==> config.mk <==
export PLATFORM = sky130hd
export DESIGN_NAME = serial_mem_sequencer
export DESIGN_NICKNAME = d
export VERILOG_FILES = /design/src/rtl/serial_mem_sequencer.sv
export SDC_FILE = /design/constraint.sdc
export NUM_CORES = 1
export LEC_CHECK = 0
export BUFFER_PORTS_ARGS = -buffer_cell sky130_fd_sc_hd__buf_2
export CORE_MARGIN = 2
export CORE_UTILIZATION = 60
export DETAILED_ROUTE_END_ITERATION = 8
export GPL_ROUTABILITY_DRIVEN = 0
export PLACE_DENSITY = 0.83
export SLEW_MARGIN = 20
export SYNTH_ARGS = -nofsm -noshare
export SYNTH_HDL_FRONTEND = slang
export SYNTH_SLANG_ARGS = --single-unit
==> constraint.sdc <==
create_clock -name clk -period 5.9 [get_ports clk]
set_input_delay 1.18 -clock clk [delete_from_list [all_inputs] [get_ports clk]]
set_output_delay 1.18 -clock clk [all_outputs]
set_load 0.05 [all_outputs]
==> src/rtl/serial_mem_sequencer.sv <==
module serial_mem_sequencer #(
  parameter int AW         = 16,
  parameter int LEN_W      = 7,
  parameter int PAGE_BYTES = 32,
  parameter int SETUP_CYC  = 1,
  parameter int PULSE_CYC  = 2,
  parameter int GAP_CYC    = 1,
  parameter int POLL_MAX   = 20
) (
  input  logic             clk,
  input  logic             rst_n,
  input  logic             req_valid,
  output logic             req_ready,
  input  logic [1:0]       req_op,
  input  logic [AW-1:0]    req_addr,
  input  logic [LEN_W-1:0] req_len,
  input  logic             wr_valid,
  output logic             wr_ready,
  input  logic [7:0]       wr_data,
  output logic             rd_valid,
  input  logic             rd_ready,
  output logic [7:0]       rd_data,
  output logic             done,
  output logic             req_err,
  output logic             poll_fault,
  output logic             mem_ce_n,
  output logic             mem_oe_n,
  output logic             mem_we_n,
  output logic             mem_dout,
  output logic             mem_doe,
  input  logic             mem_din
);

  localparam int PG_W = $clog2(PAGE_BYTES);
  localparam int SW   = LEN_W + 1;
  localparam int TMAX = (SETUP_CYC > PULSE_CYC) ? ((SETUP_CYC > GAP_CYC) ? SETUP_CYC : GAP_CYC)
                                                : ((PULSE_CYC > GAP_CYC) ? PULSE_CYC : GAP_CYC);
  localparam int TW   = $clog2(TMAX + 1);
  localparam int IW   = $clog2(AW);
  localparam int PW   = $clog2(POLL_MAX + 1);

  localparam logic [1:0] OP_READ  = 2'd0;
  localparam logic [1:0] OP_WRITE = 2'd1;
  localparam logic [1:0] OP_POLL  = 2'd2;

  typedef enum logic [2:0] {S_IDLE, S_FRAME, S_ADDR, S_RDAT, S_RTERM, S_WDAT, S_COMMIT, S_POLL} seq_t;
  typedef enum logic [1:0] {B_IDLE, B_SETUP, B_PULSE, B_GAP} bus_t;

  seq_t             st;
  bus_t             bst;
  logic [TW-1:0]    tcnt;
  logic [IW-1:0]    idx;
  logic [AW-1:0]    addr_sr;
  logic [7:0]       byte_sr;
  logic [7:0]       rbyte;
  logic [LEN_W-1:0] left;
  logic [PW-1:0]    pcnt;
  logic             is_wr, have_byte, rvalid;
  logic             c_wr, c_bit;
  logic             done_r, err_r, flt_r;

  logic need, n_wr, n_bit, start, cyc_end, accept, refuse;
  logic [SW-1:0] span;

  always_comb begin
    need  = 1'b0;
    n_wr  = 1'b0;
    n_bit = 1'b1;
    case (st)
      S_FRAME:  begin need = 1'b1; n_wr = (idx == IW'(1)); n_bit = 1'b0; end
      S_ADDR:   begin need = 1'b1; n_wr = 1'b1; n_bit = addr_sr[AW-1]; end
      S_RDAT:   need = !rvalid;
      S_RTERM:  begin need = 1'b1; n_wr = 1'b1; end
      S_WDAT:   begin need = have_byte; n_wr = 1'b1; n_bit = byte_sr[7]; end
      S_COMMIT: begin need = 1'b1; n_wr = (idx == IW'(1)); end
      S_POLL:   need = 1'b1;
      default:  need = 1'b0;
    endcase
  end

  assign span    = SW'(req_addr[PG_W-1:0]) + SW'(req_len);
  assign refuse  = (req_op == 2'd3)
                || ((req_op != OP_POLL) && (req_len == '0))
                || ((req_op == OP_WRITE) && (span > SW'(PAGE_BYTES)));
  assign req_ready = (st == S_IDLE);
  assign accept    = req_valid && req_ready;
  assign start     = (bst == B_IDLE) && need;
  assign cyc_end   = (bst == B_PULSE) && (tcnt == TW'(PULSE_CYC - 1));
  assign wr_ready  = (st == S_WDAT) && !have_byte && (bst == B_IDLE);

  assign mem_ce_n = !((bst == B_SETUP) || (bst == B_PULSE));
  assign mem_oe_n = !((bst == B_PULSE) && !c_wr);
  assign mem_we_n = !((bst == B_PULSE) && c_wr);
  assign mem_dout = c_bit;
  assign mem_doe  = c_wr && (bst != B_IDLE);

  assign rd_valid   = rvalid;
  assign rd_data    = rbyte;
  assign done       = done_r;
  assign req_err    = err_r;
  assign poll_fault = flt_r;

  always_ff @(posedge clk or negedge rst_n) begin
    if (!rst_n) begin
      bst   <= B_IDLE;
      tcnt  <= '0;
      c_wr  <= 1'b0;
      c_bit <= 1'b1;
    end else begin
      case (bst)
        B_IDLE: if (start) begin
          bst   <= B_SETUP;
          tcnt  <= '0;
          c_wr  <= n_wr;
          c_bit <= n_bit;
        end
        B_SETUP: if (tcnt == TW'(SETUP_CYC - 1)) begin
          bst  <= B_PULSE;
          tcnt <= '0;
        end else tcnt <= tcnt + 1'b1;
        B_PULSE: if (cyc_end) begin
          bst  <= B_GAP;
          tcnt <= '0;
        end else tcnt <= tcnt + 1'b1;
        default: if (tcnt == TW'(GAP_CYC - 1)) begin
          bst  <= B_IDLE;
          tcnt <= '0;
        end else tcnt <= tcnt + 1'b1;
      endcase
    end
  end

  always_ff @(posedge clk or negedge rst_n) begin
    if (!rst_n) begin
      st        <= S_IDLE;
      idx       <= '0;
      addr_sr   <= '0;
      byte_sr   <= '0;
      rbyte     <= '0;
      left      <= '0;
      pcnt      <= '0;
      is_wr     <= 1'b0;
      have_byte <= 1'b0;
      rvalid    <= 1'b0;
      done_r    <= 1'b0;
      err_r     <= 1'b0;
      flt_r     <= 1'b0;
    end else begin
      done_r <= 1'b0;
      err_r  <= 1'b0;
      flt_r  <= 1'b0;
      case (st)
        S_IDLE: if (accept) begin
          if (refuse) err_r <= 1'b1;
          else begin
            addr_sr <= req_addr;
            left    <= req_len;
            is_wr   <= (req_op == OP_WRITE);
            idx     <= '0;
            pcnt    <= '0;
            st      <= (req_op == OP_POLL) ? S_POLL : S_FRAME;
          end
        end
        S_FRAME: if (cyc_end) begin
          if (idx == IW'(2)) begin
            idx <= '0;
            st  <= S_ADDR;
          end else idx <= idx + 1'b1;
        end
        S_ADDR: if (cyc_end) begin
          addr_sr <= addr_sr << 1;
          if (idx == IW'(AW - 1)) begin
            idx <= '0;
            st  <= is_wr ? S_WDAT : S_RDAT;
          end else idx <= idx + 1'b1;
        end
        S_RDAT: begin
          if (cyc_end) begin
            rbyte <= {rbyte[6:0], mem_din};
            if (idx == IW'(7)) begin
              idx    <= '0;
              rvalid <= 1'b1;
            end else idx <= idx + 1'b1;
          end
          if (rvalid && rd_ready) begin
            rvalid <= 1'b0;
            left   <= left - 1'b1;
            if (left == LEN_W'(1)) st <= S_RTERM;
          end
        end
        S_RTERM: if (cyc_end) begin
          st     <= S_IDLE;
          done_r <= 1'b1;
        end
        S_WDAT: begin
          if (wr_ready && wr_valid) begin
            byte_sr   <= wr_data;
            have_byte <= 1'b1;
          end
          if (cyc_end) begin
            byte_sr <= byte_sr << 1;
            if (idx == IW'(7)) begin
              idx       <= '0;
              have_byte <= 1'b0;
              left      <= left - 1'b1;
              if (left == LEN_W'(1)) st <= S_COMMIT;
            end else idx <= idx + 1'b1;
          end
        end
        S_COMMIT: if (cyc_end) begin
          if (idx == IW'(2)) begin
            idx    <= '0;
            st     <= S_IDLE;
            done_r <= 1'b1;
          end else idx <= idx + 1'b1;
        end
        S_POLL: if (cyc_end) begin
          if (mem_din) begin
            st     <= S_IDLE;
            done_r <= 1'b1;
          end else if (pcnt == PW'(POLL_MAX - 1)) begin
            st    <= S_IDLE;
            flt_r <= 1'b1;
          end else pcnt <= pcnt + 1'b1;
        end
        default: st <= S_IDLE;
      endcase
    end
  end

endmodule

==> results.md, run 1 <==
- Run status: completed
- Placed insts: ~560
- Sinks on Clock Net: 63
- Tmin final: 4060 ps
- Syn avg cell area: 8.91 um^2
- Hold Path Origin: rd_data[7]
- Hpwl dp: around 6200 um
- Cell area after layout: around 0.0045 mm^2
- TritonCTS clock tree: yes
- Relative slew slack: 0.362
- Max-slew violation count: 0
- First-pass DRT Iterations: 5
- Pwr Total: ~2.2 mW
- Number of global-route vias before repair: ~3200
- Max incr delay on CP: approximately 700 ps
- Post-CTS setup buffers: 0
- Drt drc: 0
- CP required: 6110 ps
- Unique masters post-synth: 60
- Hold Crit Class: flop to flop
- Max Cap Violations: 0
- Final Skew: 9.06 ps
- Hold Crit Depth: 1
- Post-Synthesis Cell Area: 0.00393 mm^2
- CP Capture Type: flop
- Routed length per instance: 15.5 um
- Core area: roughly 0.0063 mm^2
- Initial Util: 0.619
- Die H: ~85 um
- Layout area overhead: 13.7%
- IO Pins: 58
- Synth Net Count: 499
- Post-route ant nets: 0
- Crit-path cells: buf_2 -> ha_1 -> o21ai_0 -> or4b_2 -> o2111ai_1 -> o41ai_4 -> a21oi_4 -> or2_1 -> o21ai_0
- Warning count from the yosys run: 0
- Fin crit share: 0.688
- Post-synthesis sequential area ratio: 0.401
- # port buffers: 57
- CTS buffer count: 9
- Final setup TNS: 0 ps
- Clock buffer depth: 2
- Reg2reg start: st[2]
- Initial antenna violation count: 0
- RSZ-0062 raised after global routing: false
- Mapped Cells: approximately 440
- Worst-Skew Late Latency: 360 ps
- Final hold viol count: 0
- Worst Setup Path Type: input pin to flop
- Number of hold buffers added after cts: 0
- Post-route non-filler standard cell count: between 500 and 600
- Worst path slowest cell: or2_1
- VDD IR max: 305 uV
- R2R setup slack: ~3100 ps
- First DRT Iteration DRCs: between 200 and 300
- EDFF count, synth: 0
- H-tree Lvls: 3
- Gr usage total: 0.259
- Root Driver: clkbuf_8
- Core Rows: 29
- Fraction of layout cells with a size suffix above 1: 0.225
- CP max FO: 33
- Worst setup SP type: input pin
- Pleak: 2.02 nW
- ANT cells: 0
- Detailed-route via count: around 3500
- Vias per cell: between 6 and 7
- First-pass GRT wire length: between 15000 and 20000 um
- Final Net Count: 550
- FF-to-FF path depth: 5
- Placed Area: ~0.0042 mm^2
- Final setup fails: 0
- Ys flop type: dfrtp_1
- Post-CTS Resized: 0
- Largest net degree at the start of global routing: 64
- Bufs and invs on worst path: 1
- FF+latch count, synth: 63
- Grt ovf: 0
- Hold WS: ~510 ps
- Die W: 84.9 um
- Final wirelength: between 8000 and 9000 um
- Worst reg2reg path endpoint: addr_sr[3]
- Asr flop ratio synth: 1.00
- CP top delay family: simple AND/OR/NAND/NOR gates
- Hold path endpoint: rd_data[7]
- Reg clk slew, reported paths: 80 ps
- CP arrival: between 4000 and 5000 ps
- DIE AREA: just over 0.007 mm^2
- CP most frequent cell: o21ai_0
- Pwr per Cell Area: roughly 500 mW/mm^2
- Worst-margin pin slew: 957 ps
- Fmax achieved: ~0.25 GHz
[cell usage after synthesis, drive strengths merged, types with 2 or more instances]
master | number | area (um^2)
a211oi | 4 | 35.0
a21oi | 24 | 131
a22o | 2 | 17.5
a31oi | 17 | 106
and2 | 5 | 31.3
and3 | 4 | 25.0
buf | 4 | 35.0
clkbuf | 17 | 65.1
dfrtp | 62 | 1550
ha | 18 | 225
inv | 25 | 93.8
mux2 | 12 | 135
mux2i | 16 | 160
nand2 | 43 | 161
nand2b | 6 | 37.5
nand3 | 10 | 50.1
nor2 | 42 | 158
nor2b | 3 | 18.8
nor3 | 13 | 75.1
nor4 | 2 | 12.5
o2111ai | 3 | 26.3
o211ai | 2 | 15.0
o21ai | 58 | 328
o221ai | 3 | 26.3
o22ai | 6 | 37.5
o31ai | 3 | 22.5
o32ai | 2 | 17.5
o41ai | 3 | 45.1
or2 | 5 | 31.3
or3 | 2 | 12.5
or4 | 2 | 18.8
xnor2 | 3 | 26.3
xor2 | 3 | 26.3
[power breakdown]
group	internal (mW)	switching (mW)	total (mW)
Combinational	0.396	0.671	1.07
Clock	0.243	0.191	0.433
Sequential	0.584	0.148	0.732
Total	1.22	1.01	2.23
[stage by stage]
step | utilization | setup slack [ps]
floorplan | - | 2310
global placement | 0.668 | 1600
detailed placement | 0.668 | 1490
CTS | 0.704 | 1860
global route | 0.704 | 1590
finish | 0.704 | 1840
[state kept, by name, summed over array words and instances (netlist names), 2 cells and up]
signal / count
tcnt: 2
bst: 2
pcnt: 5
idx: 4
rd_data: 8
addr_sr: 16
byte_sr: 8
st: 3
left: 7
[kinds of logic after synthesis]
kind of cell / after synthesis / share of synthesized area
AND/OR/NAND/NOR: 142 / 0.171
adder cells (fa/ha/maj): 19 / 0.0624
multiplexers: 28 / 0.0751
XOR/XNOR: 6 / 0.0134
buffers and inverters: 46 / 0.0493
AO/OA/AOI/OAI: 137 / 0.228
flip-flops: 63 / 0.401
[worst reg2reg max path, cell delays in order (launching register included)]
cell	delay, ps
dfrtp_1	650
nor3_1	360
nand2_1	140
a21oi_4	590
or2_1	700
o21ai_0	210
[worst max path at each step]
stage,startpoint,to,slack [ps],cells after the start
final,req_len[3],addr_sr[3],1840,9
after global placement,req_len[3],addr_sr[15],1600,9
after detailed placement,req_addr[3],addr_sr[4],1490,9
after global routing,req_len[2],addr_sr[15],1590,9
after floorplan,req_addr[0],pcnt[4],2310,11
after CTS,req_len[3],addr_sr[3],1860,9
[cells in the final DEF, fill, tap and decap left out, types with 6 or more instances in the layout]
master / instances
o21ai_0: 48
mux2i_1: 16
nand2b_1: 6
nand2_1: 43
inv_1: 25
a31oi_1: 17
nor2_1: 42
dfrtp_1: 62
clkbuf_8: 9
nor3_1: 11
nand3_1: 10
ha_1: 18
o22ai_1: 6
mux2_2: 12
buf_2: 57
a21oi_1: 23
o21ai_2: 10
[per-layer routing]
metal	vias up	global-route usage	part of all wire
met2	110	0.421	0.49
met3	22	0.0574	0.046
met4	0	0.0750	0.022
li1	1689	-	-
met1	1633	0.351	0.44
met5	-	0	0
[layout make-up]
type,count,area [um^2]
inverter,25,93.8
sequential,63,1580
timing repair buffer,61,315
clock inverter,7,104
clock buffer,9,124
tap,77,96.3
multi-input combinational,332,2160
fill,486,1880
Power figures use the tool's default switching activity.
==> inputs of run 2 (changes only) <==
CORE_UTILIZATION = 58   (was 60)
PLACE_DENSITY = 0.81   (was 0.83)
clock period = 3.8 ns   (was 5.9 ns; I/O delays follow)
==> run 2 against run 1 <==
  * Combinational power is 57% higher
  * Die area increased by 3.3%
  * Sequential power rose by 54%
  * Register-to-register slack lost 2200 ps
  * Utilization decreased by 2.8 points
  * Flip-flop and latch count is the same
  * Final area increased by 1.1%
  * Clock skew shrank 3.0 ps
  * Worst hold slack got worse by 160 ps
  * Total power is 59% higher
  * Critical path type unchanged
  * Highest routed layer unchanged
==> results.md, run 2 (synthesized netlist as in run 1, its figures left out) <==
- Drt drc: 0 (unchanged)
- Detailed-route via count: 3505 (+1.5%)
- CP arrival: 3480 ps (-780 ps)
- Fmax achieved: between 0.3 and 0.4 GHz
- First-pass GRT wire length: 15400 um (+2.1%)
- Hold Crit Class: input pin to async pin
- Multi-input gate area: 0.00216 mm^2 (unchanged)
- Register area: 0.00158 mm^2 (unchanged)
- Largest net degree at the start of global routing: 45 (-30%)
- ANT cells: 0 (unchanged)
- Fillers: 551 (+13%)
- H-tree Lvls: 3 (unchanged)
- Vias per cell: 6.04 (+0.43%)
- Relative slew slack: 0.343 (-0.0189)
- Largest Register: addr_sr
- Max-slew violation count: 0 (unchanged)
- Core area: 0.00668 mm^2 (+5.2%)
- Worst-Skew Late Latency: 350 ps (about the same)
- Sinks on Clock Net: 63 (unchanged)
- Number of hold buffers added after cts: 0 (unchanged)
- Pwr Total: 3.55 mW (+59%)
- TritonCTS clock tree: yes
- Post-CTS setup buffers: 0 (unchanged)
- Die W: 86.3 um (+1.6%)
- VDD IR max: 465 uV (+52%)
- Layout area overhead: 14.9%
- Final Skew: 6.10 ps (-2.96 ps)
- Routed length per instance: 15.9 um (+2.6%)
- Hpwl dp: 6600 um (+5.9%)
- Reg clk slew, reported paths: 80 ps (about the same)
- Post-CTS Resized: 0 (unchanged)
- Fin crit share: 0.857
- Worst setup SP type: input pin
- First-pass DRT Iterations: 5 (unchanged)
- Run status: completed
- Clock buffer depth: 2 (unchanged)
- First DRT Iteration DRCs: 159 (-46%)
- # port buffers: 57 (unchanged)
- Hold WS: 350 ps (-158 ps)
- Final wirelength: 9250 um (+3.7%)
- Final setup TNS: 0 ps (unchanged)
- Die H: 86.3 um (+1.6%)
- Final setup fails: 0 (unchanged)
- Gr usage total: 0.260 (+0.000735)
- CP Capture Type: flop
- CP max FO: 17 (-48%)
- Most common cell after layout, fill and taps aside: dfrtp_1
- Tmin final: 3260 ps
- IO Pins: 58 (unchanged)
- Number of global-route vias before repair: 3343 (+3.1%)
- RSZ-0062 raised after global routing: false
- DIE AREA: 0.00745 mm^2 (+3.3%)
- Root Driver: clkbuf_8
- Grt ovf: 0 (unchanged)
- Core Rows: 30 (+3.4%)
- Initial Util: 0.588 (-0.0307)
- Final hold viol count: 0 (unchanged)
- Pwr per Cell Area: 787 mW/mm^2 (+58%)
- CTS buffer count: 9 (unchanged)
- Post-route ant nets: 0 (unchanged)
- Pleak: 2.05 nW (+1.3%)
- Initial antenna violation count: 0 (unchanged)
- Most frequent cells in the layout: 62 x dfrtp_1, 57 x buf_2, 48 x o21ai_0
- Largest register FFs: 16 (unchanged)
- Fraction of layout cells with a size suffix above 1: 0.230 (+0.00465)
- Worst Setup Path Type: input pin to flop
- Worst-margin pin slew: 985 ps (+28.3 ps)
- Final Net Count: 553 (+0.55%)
- CP required: 4030 ps (-2080 ps)
- Max Cap Violations: 0 (unchanged)
## run 2: cell types whose count changed in the layout (fill, tap and decap cells not counted)
cell and delta:
buf_4 +3, bufinv_16 +1, clkinv_4 -3, inv_6 +2
## run 2: final timing paths
check	start	end	slack, ps	depth (start not counted)
setup / recovery	req_len[0]	pcnt[4]	540	11
hold / removal	rst_n	req_err	350	1
setup reg to reg	bst[0]	st[0]	950	9
hold reg to reg	mem_dout	mem_dout	500	2
max in group asynchronous	rst_n	addr_sr[15]	2530	2
min in group clk	mem_dout	mem_dout	500	2
## run 2: routing by layer
layer  track usage  wire length (um)  vias to the layer above
met1         0.335              3980                     1693
met2         0.437              4670                       97
li1              -                 -                     1695
met5             0                 0                        -
met3        0.0514               415                       20
met4        0.0923               182                        0
## run 2: power breakdown
| part | switching (mW) | total, mW | internal [mW] | leakage (nW) |
|---|---|---|---|---|
| Combinational | 1.05 | 1.68 | 0.630 | 1.14 |
| Clock | 0.291 | 0.735 | 0.445 | 0.125 |
| Sequential | 0.229 | 1.13 | 0.906 | 0.781 |
## run 2: critical path: stages
cell	delay (ps)
buf_2	110
ha_1	190
inv_1	60
fa_1	400
nand2b_1	180
a21oi_1	180
xor2_1	130
o41ai_4	500
a21oi_4	230
or2_2	380
o41ai_1	360
## run 2: layout make-up
class,count,share of cell area
Tap cell,80,0.0222
Clock inverter,7,0.0277
Clock buffer,9,0.0274
Timing Repair Buffer,64,0.0748
Inverter,25,0.0208
Multi-Input combinational cell,332,0.478
Sequential cell,63,0.349
## run 2: per-stage QoR
stage,instance area [um^2],worst slack [ps],utilization,cells
after global placement,4270,343,0.639,564
after global routing,4520,384,0.676,580
after detailed placement,4270,244,0.639,564
after CTS,4520,579,0.676,580
after floorplan,3930,632,-,441
final,4520,544,0.676,580
